### config.mk
export PLATFORM = sky130hd
export DESIGN_NAME = rtc_bcd_core
export DESIGN_NICKNAME = d
export VERILOG_FILES = /design/src/rtl/rtc_pkg.sv /design/src/rtl/rtc_bcd_field.sv /design/src/rtl/rtc_month_len.sv /design/src/rtl/rtc_time_counter.sv /design/src/rtl/rtc_user_shadow.sv /design/src/rtl/rtc_bcd_core.sv
export SDC_FILE = /design/constraint.sdc
export NUM_CORES = 1
export LEC_CHECK = 0
export BUFFER_PORTS_ARGS = -buffer_cell sky130_fd_sc_hd__buf_2
export CORE_MARGIN = 10
export CORE_UTILIZATION = 50
export DETAILED_ROUTE_END_ITERATION = 7
export PLACE_DENSITY = 0.69
export SLEW_MARGIN = 10
export SYNTH_ARGS = -nofsm -noshare
export SYNTH_HDL_FRONTEND = slang
export SYNTH_HIERARCHICAL = 1
export SYNTH_SLANG_ARGS = --single-unit
### constraint.sdc
create_clock -name clk -period 7.2 [get_ports clk]
set_input_delay 1.44 -clock clk [delete_from_list [all_inputs] [get_ports clk]]
set_output_delay 1.44 -clock clk [all_outputs]
set_load 0.1 [all_outputs]
### src/rtl/rtc_pkg.sv
package rtc_pkg;
  localparam int NFIELD = 8;
  localparam int DW     = 8;
  localparam int AW     = 4;
  localparam int IW     = $clog2(NFIELD);

  localparam int F_HUND  = 0;
  localparam int F_SEC   = 1;
  localparam int F_MIN   = 2;
  localparam int F_HOUR  = 3;
  localparam int F_WDAY  = 4;
  localparam int F_MDAY  = 5;
  localparam int F_MONTH = 6;
  localparam int F_YEAR  = 7;

  localparam logic [AW-1:0] A_CTRL = 4'h8;
  localparam logic [AW-1:0] A_FLAG = 4'hC;

  localparam int STOP_BIT = 7;
  localparam int CEN_BIT  = 7;
  localparam int CFL_BIT  = 6;
  localparam int HALT_BIT = 6;

  typedef logic [NFIELD-1:0][DW-1:0] bank_t;

  // bits of each field that take part in counting
  function automatic logic [DW-1:0] val_mask(input int i);
    case (i)
      F_SEC, F_MIN: val_mask = 8'h7F;
      F_HOUR:       val_mask = 8'h3F;
      F_WDAY:       val_mask = 8'h07;
      F_MDAY:       val_mask = 8'h3F;
      F_MONTH:      val_mask = 8'h1F;
      default:      val_mask = 8'hFF;
    endcase
  endfunction

  // bits of each field a host write may set
  function automatic logic [DW-1:0] wr_mask(input int i);
    case (i)
      F_WDAY:  wr_mask = 8'h07;
      F_MDAY:  wr_mask = 8'h3F;
      F_MONTH: wr_mask = 8'h1F;
      default: wr_mask = 8'hFF;
    endcase
  endfunction

  function automatic logic [DW-1:0] lo_lim(input int i);
    case (i)
      F_WDAY, F_MDAY, F_MONTH: lo_lim = 8'h01;
      default:                 lo_lim = 8'h00;
    endcase
  endfunction

  function automatic logic [DW-1:0] hi_lim(input int i);
    case (i)
      F_SEC, F_MIN: hi_lim = 8'h59;
      F_HOUR:       hi_lim = 8'h23;
      F_WDAY:       hi_lim = 8'h07;
      F_MDAY:       hi_lim = 8'h31;
      F_MONTH:      hi_lim = 8'h12;
      default:      hi_lim = 8'h99;
    endcase
  endfunction

  // which field's carry advances field i (weekday and day share the hour carry)
  function automatic int carry_src(input int i);
    case (i)
      F_WDAY:  carry_src = F_HOUR;
      F_MDAY:  carry_src = F_HOUR;
      F_MONTH: carry_src = F_MDAY;
      default: carry_src = i - 1;
    endcase
  endfunction

  function automatic logic [DW-1:0] rst_val(input int i);
    rst_val = lo_lim(i);
  endfunction

  function automatic logic [DW-1:0] bcd_inc(input logic [DW-1:0] v);
    if (v[3:0] >= 4'd9) bcd_inc = {v[7:4] + 4'd1, 4'd0};
    else                bcd_inc = {v[7:4], v[3:0] + 4'd1};
  endfunction
endpackage

### src/rtl/rtc_bcd_field.sv
module rtc_bcd_field
  import rtc_pkg::*;
(
  input  logic [DW-1:0] cur,
  input  logic [DW-1:0] lo,
  input  logic [DW-1:0] hi,
  input  logic          en,
  output logic [DW-1:0] nxt,
  output logic          cout
);
  logic at_top;

  always_comb begin
    at_top = (cur == hi);
    cout   = en && at_top;
    if (!en)        nxt = cur;
    else if (at_top) nxt = lo;
    else            nxt = bcd_inc(cur);
  end
endmodule

### src/rtl/rtc_month_len.sv
module rtc_month_len
  import rtc_pkg::*;
(
  input  logic [DW-1:0] month,
  input  logic [DW-1:0] year,
  output logic [DW-1:0] last_day
);
  logic [4:0] mod_sum;
  logic       leap;

  always_comb begin
    // (10*tens + ones) mod 4 == (2*tens + ones) mod 4
    mod_sum = {year[7:4], 1'b0} + {1'b0, year[3:0]};
    leap    = (mod_sum[1:0] == 2'b00);
    case (month)
      8'h02:                      last_day = leap ? 8'h29 : 8'h28;
      8'h04, 8'h06, 8'h09, 8'h11: last_day = 8'h30;
      default:                    last_day = 8'h31;
    endcase
  end
endmodule

### src/rtl/rtc_time_counter.sv
module rtc_time_counter
  import rtc_pkg::*;
(
  input  logic          clk,
  input  logic          rst_n,
  input  logic          tick,
  input  logic          wr_en,
  input  logic [IW-1:0] wr_idx,
  input  logic [DW-1:0] wr_data,
  output bank_t         bank_q
);
  bank_t              bank_d;
  bank_t              cur_v;
  bank_t              nxt_v;
  bank_t              hi_v;
  logic [NFIELD-1:0]  cin;
  logic [NFIELD-1:0]  cout;
  logic [DW-1:0]      mday_last;
  logic               stopped;
  logic               step;
  logic               load;

  assign stopped = bank_q[F_SEC][STOP_BIT];
  assign step    = tick && !stopped && !wr_en;
  assign load    = wr_en || step;

  rtc_month_len u_mlen (
    .month   (cur_v[F_MONTH]),
    .year    (cur_v[F_YEAR]),
    .last_day(mday_last)
  );

  for (genvar i = 0; i < NFIELD; i++) begin : g_field
    assign cur_v[i] = bank_q[i] & val_mask(i);
    if (i == F_MDAY) begin : g_hi_dyn
      assign hi_v[i] = mday_last;
    end else begin : g_hi_fix
      assign hi_v[i] = hi_lim(i);
    end
    if (i == 0) begin : g_cin_tick
      assign cin[i] = step;
    end else begin : g_cin_chain
      assign cin[i] = cout[carry_src(i)];
    end
    rtc_bcd_field u_fld (
      .cur (cur_v[i]),
      .lo  (lo_lim(i)),
      .hi  (hi_v[i]),
      .en  (cin[i]),
      .nxt (nxt_v[i]),
      .cout(cout[i])
    );
  end

  always_comb begin
    bank_d = bank_q;
    if (wr_en) begin
      bank_d[wr_idx] = wr_data & wr_mask(int'(wr_idx));
      bank_d[F_HUND] = '0;
    end else if (step) begin
      for (int i = 0; i < NFIELD; i++)
        bank_d[i] = (bank_q[i] & ~val_mask(i)) | nxt_v[i];
      if (cout[F_YEAR] && bank_q[F_HOUR][CEN_BIT])
        bank_d[F_HOUR][CFL_BIT] = ~bank_q[F_HOUR][CFL_BIT];
    end
  end

  always_ff @(posedge clk or negedge rst_n) begin
    if (!rst_n) begin
      for (int i = 0; i < NFIELD; i++) bank_q[i] <= rst_val(i);
    end else if (load) begin
      bank_q <= bank_d;
    end
  end

  // stop bit freezes every internal field
  a_r5_stop_holds: assert property (@(posedge clk) disable iff (!rst_n)
    (stopped && !wr_en) |=> $stable(bank_q));
  // any clock write leaves hundredths at zero
  a_r6_wr_zero_hund: assert property (@(posedge clk) disable iff (!rst_n)
    wr_en |=> (bank_q[F_HUND] == '0));
  // century flag is locked while enable is clear
  a_r4_cfl_locked: assert property (@(posedge clk) disable iff (!rst_n)
    (!bank_q[F_HOUR][CEN_BIT] && !wr_en) |=> $stable(bank_q[F_HOUR][CFL_BIT]));
  // hundredths always holds legal BCD digits
  a_r2_hund_bcd: assert property (@(posedge clk) disable iff (!rst_n)
    (bank_q[F_HUND][3:0] <= 4'd9) && (bank_q[F_HUND][7:4] <= 4'd9));
endmodule

### src/rtl/rtc_user_shadow.sv
module rtc_user_shadow
  import rtc_pkg::*;
(
  input  logic          clk,
  input  logic          rst_n,
  input  bank_t         bank_i,
  input  logic          wr_en,
  input  logic [AW-1:0] addr,
  input  logic [DW-1:0] wr_data,
  input  logic          rd_active,
  input  logic          pwr_fail,
  output logic [DW-1:0] rd_data
);
  bank_t          user_q, user_d;
  logic [DW-1:0]  ctrl_q;
  logic           halt_q, halt_d;
  logic           tk_addr;
  logic           tk_wr;
  logic           freeze;
  logic           user_en;
  logic           ctrl_en;

  assign tk_addr = (int'(addr) < NFIELD);
  assign tk_wr   = wr_en && tk_addr;
  assign freeze  = (rd_active && tk_addr) || halt_q;
  assign user_en = tk_wr || !freeze;
  assign ctrl_en = wr_en && (addr == A_CTRL);

  always_comb begin
    user_d = user_q;
    if (tk_wr) begin
      user_d[addr[IW-1:0]] = wr_data & wr_mask(int'(addr[IW-1:0]));
      user_d[F_HUND]       = '0;
    end else begin
      user_d = bank_i;
    end
  end

  always_comb begin
    halt_d = halt_q;
    if (pwr_fail)
      halt_d = 1'b1;
    else if (wr_en && (addr == A_FLAG) && !wr_data[HALT_BIT])
      halt_d = 1'b0;
  end

  always_ff @(posedge clk or negedge rst_n) begin
    if (!rst_n) begin
      for (int i = 0; i < NFIELD; i++) user_q[i] <= rst_val(i);
    end else if (user_en) begin
      user_q <= user_d;
    end
  end

  always_ff @(posedge clk or negedge rst_n) begin
    if (!rst_n) ctrl_q <= '0;
    else if (ctrl_en) ctrl_q <= wr_data;
  end

  always_ff @(posedge clk or negedge rst_n) begin
    if (!rst_n) halt_q <= 1'b0;
    else        halt_q <= halt_d;
  end

  // only 8h and Ch are mapped beyond the time fields
  always_comb begin
    rd_data = '0;
    if (tk_addr)              rd_data = user_q[addr[IW-1:0]];
    else if (addr == A_CTRL)  rd_data = ctrl_q;
    else if (addr == A_FLAG)  rd_data[HALT_BIT] = halt_q;
  end

  // host copy holds during a read burst on a time address
  a_r7_read_freeze: assert property (@(posedge clk) disable iff (!rst_n)
    (rd_active && tk_addr && !wr_en) |=> $stable(user_q));
  // with no freeze source the copy follows the internal bank
  a_r7_resume_copy: assert property (@(posedge clk) disable iff (!rst_n)
    (!rd_active && !halt_q && !wr_en) |=> (user_q == $past(bank_i)));
  // power fail latches the halt flag
  a_r8_pwrfail_sets: assert property (@(posedge clk) disable iff (!rst_n)
    pwr_fail |=> halt_q);
  // halt flag blocks the copy
  a_r8_halt_freeze: assert property (@(posedge clk) disable iff (!rst_n)
    (halt_q && !wr_en) |=> $stable(user_q));
endmodule

### src/rtl/rtc_bcd_core.sv
module rtc_bcd_core
  import rtc_pkg::*;
(
  input  logic          clk,
  input  logic          rst_n,
  input  logic          tick_100hz,
  input  logic          pwr_fail,
  input  logic          reg_wr,
  input  logic [AW-1:0] reg_addr,
  input  logic [DW-1:0] reg_wdata,
  input  logic          rd_active,
  output logic [DW-1:0] reg_rdata
);
  logic [1:0] rst_pipe;
  logic       core_rst_n;
  logic       tk_wr;
  bank_t      bank;

  always_ff @(posedge clk or negedge rst_n) begin
    if (!rst_n) rst_pipe <= '0;
    else        rst_pipe <= {rst_pipe[0], 1'b1};
  end
  assign core_rst_n = rst_pipe[1];

  assign tk_wr = reg_wr && (int'(reg_addr) < NFIELD);

  rtc_time_counter u_cnt (
    .clk    (clk),
    .rst_n  (core_rst_n),
    .tick   (tick_100hz),
    .wr_en  (tk_wr),
    .wr_idx (reg_addr[IW-1:0]),
    .wr_data(reg_wdata),
    .bank_q (bank)
  );

  rtc_user_shadow u_shd (
    .clk      (clk),
    .rst_n    (core_rst_n),
    .bank_i   (bank),
    .wr_en    (reg_wr),
    .addr     (reg_addr),
    .wr_data  (reg_wdata),
    .rd_active(rd_active),
    .pwr_fail (pwr_fail),
    .rd_data  (reg_rdata)
  );
endmodule

==> results by group, run 1 <==
Placement
  • Setup WS pre-CTS: 436 ps
  • Post-DP HPWL: about 21 mm
  • GPL Wtd Cong: 0.905
  • Placed cells: around 1600
  • DP Area: 11800 um^2
  • Port bufs: 25

Clocking
  • Clk pin slew, worst setup/hold paths: approximately 60 ps
  • CTS Root Cell: clkbuf_16
  • Clk sinks: 139
  • CTS tree: built
  • CTS buffer count: 17
  • Hold buffer count at CTS: 0
  • # H-tree levels: 4
  • Max clock buf depth: 2
  • Post-CTS Setup Bufs: 0
  • Worst-Skew Late Latency: approximately 430 ps
  • Post_cts resized: 0

Run
  • Max-Cap Viols: 0

Floorplanning
  • Die height: between 150 and 200 um
  • Number of I/O pins: 26
  • Core area: 21800 um^2
  • Initial Utilization: 50.7%
  • Die W: between 150 and 200 um
  • Row Count: between 50 and 60
  • Die ar.: 28400 um^2

Critical path
  • Slowest library cell on the worst path: or3b_2
  • Startpoint types: primary input
  • CP max stage delay: 550 ps
  • Most used cell along the critical path: inv_1
  • Req. time, crit path: roughly 7600 ps
  • Critical-path maximum fanout: 39
  • WS Path Type: in2reg
  • Crit. End Element: register
  • Crit path arrival time: 6790 ps

Final layout
  • Fin util: 56.9%
  • Syn-to-layout area delta: 12.3%
  • Nets@finish: 1411
  • FF/Latch Area: about 3500 um^2
  • # diodes: 0
  • Fill count: just under 2000
  • Layout cells sized above 1: a little over a tenth
  • Area of the multi-input gates: roughly 7500 um^2
  • Final non-filler cell total: ~1700
  • Cell area after layout: between 10000 and 15000 um^2

Hold path
  • Worst hold-check path type: reg2reg

Routing
  • Drt via density: between 5 and 6
  • Initial DRC Count: approximately 840
  • DRC viols: 0
  • Final WL: between 30 and 40 mm
  • Wire per inst: approximately 18 um
  • Number of nets with antenna violations after routing: 0
  • DR vias: around 10000
  • First-pass DRT Iterations: 6

Global route
  • Antenna violations before repair: 1
  • Total GRT Usage: 21.2%
  • GRT overflow: 0
  • Vias in the first global route: about 9500
  • Largest net degree at the start of global routing: between 70 and 80
  • First-pass GRT wire length: 49.8 mm

Timing
  • Setup TNS: 0 ps
  • Clk_skew: ~6.3 ps
  • Fin crit share: about nine tenths
  • Fin. Hold Viols: 0
  • Min cycle time layout: between 6000 and 7000 ps
  • # setup viols final: 0
  • Worst Max-Slew Pin Slew: roughly 1100 ps
  • Slew HR: 28.1%
  • RSZ-0062 raised after global routing: false
  • Max Fclk: 156 MHz
  • Final Max Tran Viols: 0
  • Fin worst setup slack: ~770 ps

Power and ir drop
  • Leak pwr: about 5.3 nW
  • Pwr Density: 234 nW/um^2
  • Max VDD drop: approximately 0.00017 V

Synthesis
  • Number of synthesis warnings: 6
  • Synth Cell Area: ~11000 um^2
  • Cell count after synthesis: 1190
  • Mean Syn Cell Area: 9.27 um^2

Run status
  • Status: finished, final reports clean
==> state kept, by name (all words and copies together) (netlist names) <==
register and cells:
u_cnt/bank_q 64, u_shd/user_q 64, u_shd/ctrl_q 8, rst_pipe 2, u_shd/halt_q 1
==> metal layers <==
metal / GRT usage, % / vias to the layer above / part of all wire, %
met1: 28.7 / 4735 / 45
li1: - / 4754 / -
met3: 2.73 / 66 / 5.9
met5: 0 / - / 0.026
met2: 33.6 / 359 / 46
met4: 8.78 / 2 / 3.3
==> cells in the final DEF, fill, tap and decap left out, types with 9 or more instances in the layout <==
| master | n |
|---|---|
| conb_1 | 186 |
| nand2_1 | 139 |
| dfrtp_1 | 132 |
| xnor2_1 | 58 |
| o21ai_0 | 56 |
| inv_1 | 55 |
| a2bb2oi_1 | 38 |
| nand4_1 | 33 |
| o221ai_1 | 33 |
| nor2_1 | 33 |
| ha_1 | 32 |
| a21oi_1 | 31 |
| a22o_1 | 31 |
| nor2b_1 | 27 |
| buf_2 | 25 |
| o22a_1 | 25 |
| o21a_1 | 25 |
| nand2b_1 | 25 |
| and4_1 | 24 |
| mux2i_1 | 22 |
| clkbuf_16 | 17 |
| o22ai_1 | 16 |
| a22oi_1 | 16 |
| a311o_1 | 16 |
| o2111ai_1 | 16 |
| buf_4 | 14 |
| a21o_1 | 11 |
| nand3_1 | 11 |
| o221a_1 | 10 |
| o31ai_1 | 10 |
| or3b_4 | 9 |
| nor3b_1 | 9 |
| o211ai_1 | 9 |
| nor4_1 | 9 |
==> final timing paths <==
kind	startpoint	endpoint	slack, ps	cells past startpoint
setup / recovery	reg_addr[3]	u_cnt/bank_q[60]	770	27
hold / removal	rst_pipe[0]	rst_pipe[1]	350	0
setup reg to reg	u_cnt/bank_q[15]	u_cnt/bank_q[60]	1740	25
hold reg to reg	rst_pipe[0]	rst_pipe[1]	350	0
max in group asynchronous	rst_pipe[1]	u_cnt/bank_q[19]	5360	1
min in group asynchronous	rst_pipe[1]	u_cnt/bank_q[24]	490	0
==> critical path: cells and delay by family <==
| kind | cells | cell delay [ps] |
|---|---|---|
| buffers and inverters | 14 | 2700 |
| AOI/OAI and AO/OA | 4 | 550 |
| and+or+nand+nor | 9 | 2060 |
==> per-stage QoR <==
step / power (mW) / hold WS, ps
4_1_cts: 2.88 / 357
3_3_place_gp: 2.04 / 337
6_report: 2.89 / 354
3_5_place_dp: 2.06 / 340
5_1_grt: 3.05 / 358
2_1_floorplan: 1.84 / 331
==> power by group <==
| group | internal [mW] | total [mW] | switching [mW] |
|---|---|---|---|
| clock network | 0.499 | 0.825 | 0.325 |
| logic | 0.400 | 0.857 | 0.456 |
| registers | 0.955 | 1.21 | 0.257 |
==> layout make-up <==
class | count | share of cell area (%)
clock inverter | 8 | 0.586
inverter | 64 | 2.16
multi-input combinational | 1100 | 60.5
timing repair buffer | 39 | 1.86
clock buffer | 24 | 3.89
tap | 280 | 2.83
sequential | 139 | 28.2
(Power assumes the default switching activity.)
==> inputs of run 2 (changes only) <==
- CORE_MARGIN: 10 -> 3
- REMOVE_ABC_BUFFERS: default -> 1
- clock period: 7.2 -> 6.3 ns (I/O delays scaled with it)
==> run 2 against run 1 <==
Against the previous run:
- hold slack improved by 10 ps
- total power rose by 20%
- sequential power increased by 14%
- worst setup slack got worse by 88 ps
- register-to-register slack worse by 480 ps
- highest routed layer unchanged
- cell count decreased by 0.18%
- count of clock-buffer cells in the layout decreased by 3
- clock power up 35%
- utilization is 1.6 points higher
==> results by group, run 2 (same netlist as run 1, synthesis figures left out) <==
Run status
  • Status: finished, final reports clean (unchanged)

Final layout
  • Fill count: 1913 (was 1950)
  • Nets@finish: 1413 (was 1411)
  • Syn-to-layout area delta: 13.3% (was 12.3%)
  • Layout cells sized above 1: 10.8% (was 10.6%)
  • Cell area after layout: 12500 um^2 (was 12400 um^2)
  • Final non-filler cell total: 1651 (was 1654)
  • # diodes: 0 (unchanged)
  • Most common cell after layout, fill and taps aside: conb_1 (unchanged)
  • Largest regs: u_cnt/bank_q (64), u_shd/user_q (64), u_shd/ctrl_q (8) (unchanged)
  • Commonest non-fill, non-tap cells in the layout: 186 x conb_1, 139 x nand2_1, 132 x dfrtp_1, 58 x xnor2_1, 56 x o21ai_0 (unchanged)

Timing
  • # setup viols final: 0 (unchanged)
  • Fin crit share: 89.1%
  • Slew HR: 26.8% (was 28.1%)
  • RSZ-0062 raised after global routing: false (unchanged)
  • Max Fclk: 178 MHz
  • Fin. Hold Viols: 0 (unchanged)
  • Min cycle time layout: approximately 5600 ps
  • Final Max Tran Viols: 0 (unchanged)
  • Clk_skew: 8.76 ps (was 6.33 ps)
  • Setup TNS: 0 ps (unchanged)
  • WHS: 364 ps (was 354 ps)
  • Worst Max-Slew Pin Slew: 1100 ps (was 1080 ps)

Power and ir drop
  • Power Total: 3.48 mW (was 2.89 mW)
  • Combinational fraction of design power: 28.3% (was 29.6%)
  • Cell internal pwr: 2.27 mW (was 1.85 mW)
  • Pwr Density: 278 nW/um^2 (was 234 nW/um^2)
  • Leak pwr: 5.36 nW (was 5.30 nW)
  • Psw: 1.21 mW (was 1.04 mW)
  • Seq pwr share: 39.8% (was 41.9%)
  • Clk pwr share: 32.0% (was 28.5%)
  • Sw frac: 34.7% (was 35.9%)
  • Max VDD drop: 0.000193 V (was 0.000166 V)

Critical path
  • Req. time, crit path: 6660 ps (was 7570 ps)
  • Crit path arrival time: 5980 ps (was 6790 ps)
  • Startpoint types: primary input (unchanged)
  • Slowest library cell on the worst path: or3b_2 (unchanged)
  • Critical-path maximum fanout: 21 (was 39)
  • Most used cell along the critical path: inv_1 (unchanged)
  • CP max stage delay: 540 ps (was 550 ps)
  • Crit. End Element: register (unchanged)
  • WS Path Type: in2reg (unchanged)

Clocking
  • Post_cts resized: 0 (unchanged)
  • Clk pin slew, worst setup/hold paths: 60 ps (about the same)
  • CTS Root Cell: clkbuf_16 (unchanged)
  • Clk sinks: 139 (unchanged)
  • CTS tree: built (unchanged)
  • CTS buffer count: 17 (unchanged)
  • Worst-Skew Late Latency: 420 ps (was 430 ps)
  • # H-tree levels: 4 (unchanged)
  • Hold buffer count at CTS: 0 (unchanged)
  • Post-CTS Setup Bufs: 0 (unchanged)
  • Max clock buf depth: 2 (unchanged)

Routing
  • Wire per inst: 18.9 um (was 18.3 um)
  • Initial DRC Count: 862 (was 843)
  • Final WL: 31.3 mm (was 30.3 mm)
  • Number of nets with antenna violations after routing: 0 (unchanged)
  • Drt via density: 6.10 (was 6.00)
  • DR vias: 10100 (was 9916)
  • First-pass DRT Iterations: 7 (was 6)
  • DRC viols: 0 (unchanged)

Global route
  • GRT overflow: 0 (unchanged)
  • Antenna violations before repair: 1 (unchanged)
  • Vias in the first global route: 9385 (was 9453)
  • Largest net degree at the start of global routing: 71 (was 79)
  • First-pass GRT wire length: 50.4 mm (was 49.8 mm)
  • Total GRT Usage: 26.1% (was 21.2%)

Floorplanning
  • Core area: 21400 um^2 (was 21800 um^2)
  • Row Count: 53 (was 54)
  • Die W: 155 um (was 169 um)
  • Number of I/O pins: 26 (unchanged)
  • Die height: 155 um (was 169 um)
  • Initial Utilization: 51.6% (was 50.7%)
  • Die ar.: 23900 um^2 (was 28400 um^2)

Placement
  • DP Area: 11800 um^2 (about the same)
  • Post-DP HPWL: 21.0 mm (was 20.9 mm)
  • Placed cells: 1619 (was 1622)
  • Port bufs: 25 (unchanged)
  • GPL Wtd Cong: 0.902 (was 0.905)

Hold path
  • Worst hold-check path type: reg2reg (unchanged)

Run
  • Max-Cap Viols: 0 (unchanged)
==> run 2: cell types whose count changed in the layout (fill, tap and decap cells not counted), sizes merged <==
cell,before,now
bufinv,1,5
clkbuf,24,21
clkinvlp,3,0
buf,39,41
clkinv,4,6
==> run 2: path summary, 6_finish.rpt <==
check	startpoint	end	slack, ps	cells past startpoint
max reg2reg	u_cnt/bank_q[3]	u_cnt/bank_q[60]	1260	23
min reg2reg	rst_pipe[0]	rst_pipe[1]	360	0
min in group asynchronous	rst_pipe[1]	u_cnt/bank_q[27]	470	0
max in group asynchronous	rst_pipe[1]	u_shd/user_q[24]	4410	1
min	rst_pipe[0]	rst_pipe[1]	360	0
max	reg_wr	u_cnt/bank_q[60]	680	25
==> run 2: per-stage QoR <==
stage                     util (%)  worst slack [ps]
after floorplan                  -             -3620
after global placement        55.5               452
after detailed placement      55.5               358
after CTS                     58.5               771
after global routing          58.5               323
final                         58.5               685
==> run 2: area by class of cell <==
type | instances | area (um^2) | area share, %
clock buffers | 21 | 460 | 3.68
clock inverters | 11 | 191 | 1.53
inverters | 64 | 268 | 2.14
multi-input cells | 1100 | 7500 | 60.0
flip-flops and latches | 139 | 3490 | 27.9
well taps | 275 | 344 | 2.75
repair buffers | 41 | 245 | 1.96
==> run 2: routing by layer <==
metal,global-route usage [%],wire [um]
met2,40.2,14200
met4,8.24,786
met3,4.00,2080
met1,37.8,14200
met5,0,13
==> run 2: critical path: cells and delay by family <==
family,cells,cell delay (ps)
buffers and inverters,12,1900
AO/OA/AOI/OAI,4,560
AND/OR/NAND/NOR,9,2250
==> run 2: power groups by stage <==
stage                     sequential [mW]  clock [mW]  combinational [mW]
after CTS                            1.38        1.12               0.965
after floorplan                      1.29           0               0.774
after global routing                 1.41        1.16                1.09
final                                1.38        1.11               0.983
after global placement               1.39           0               0.936
after detailed placement             1.39           0               0.959
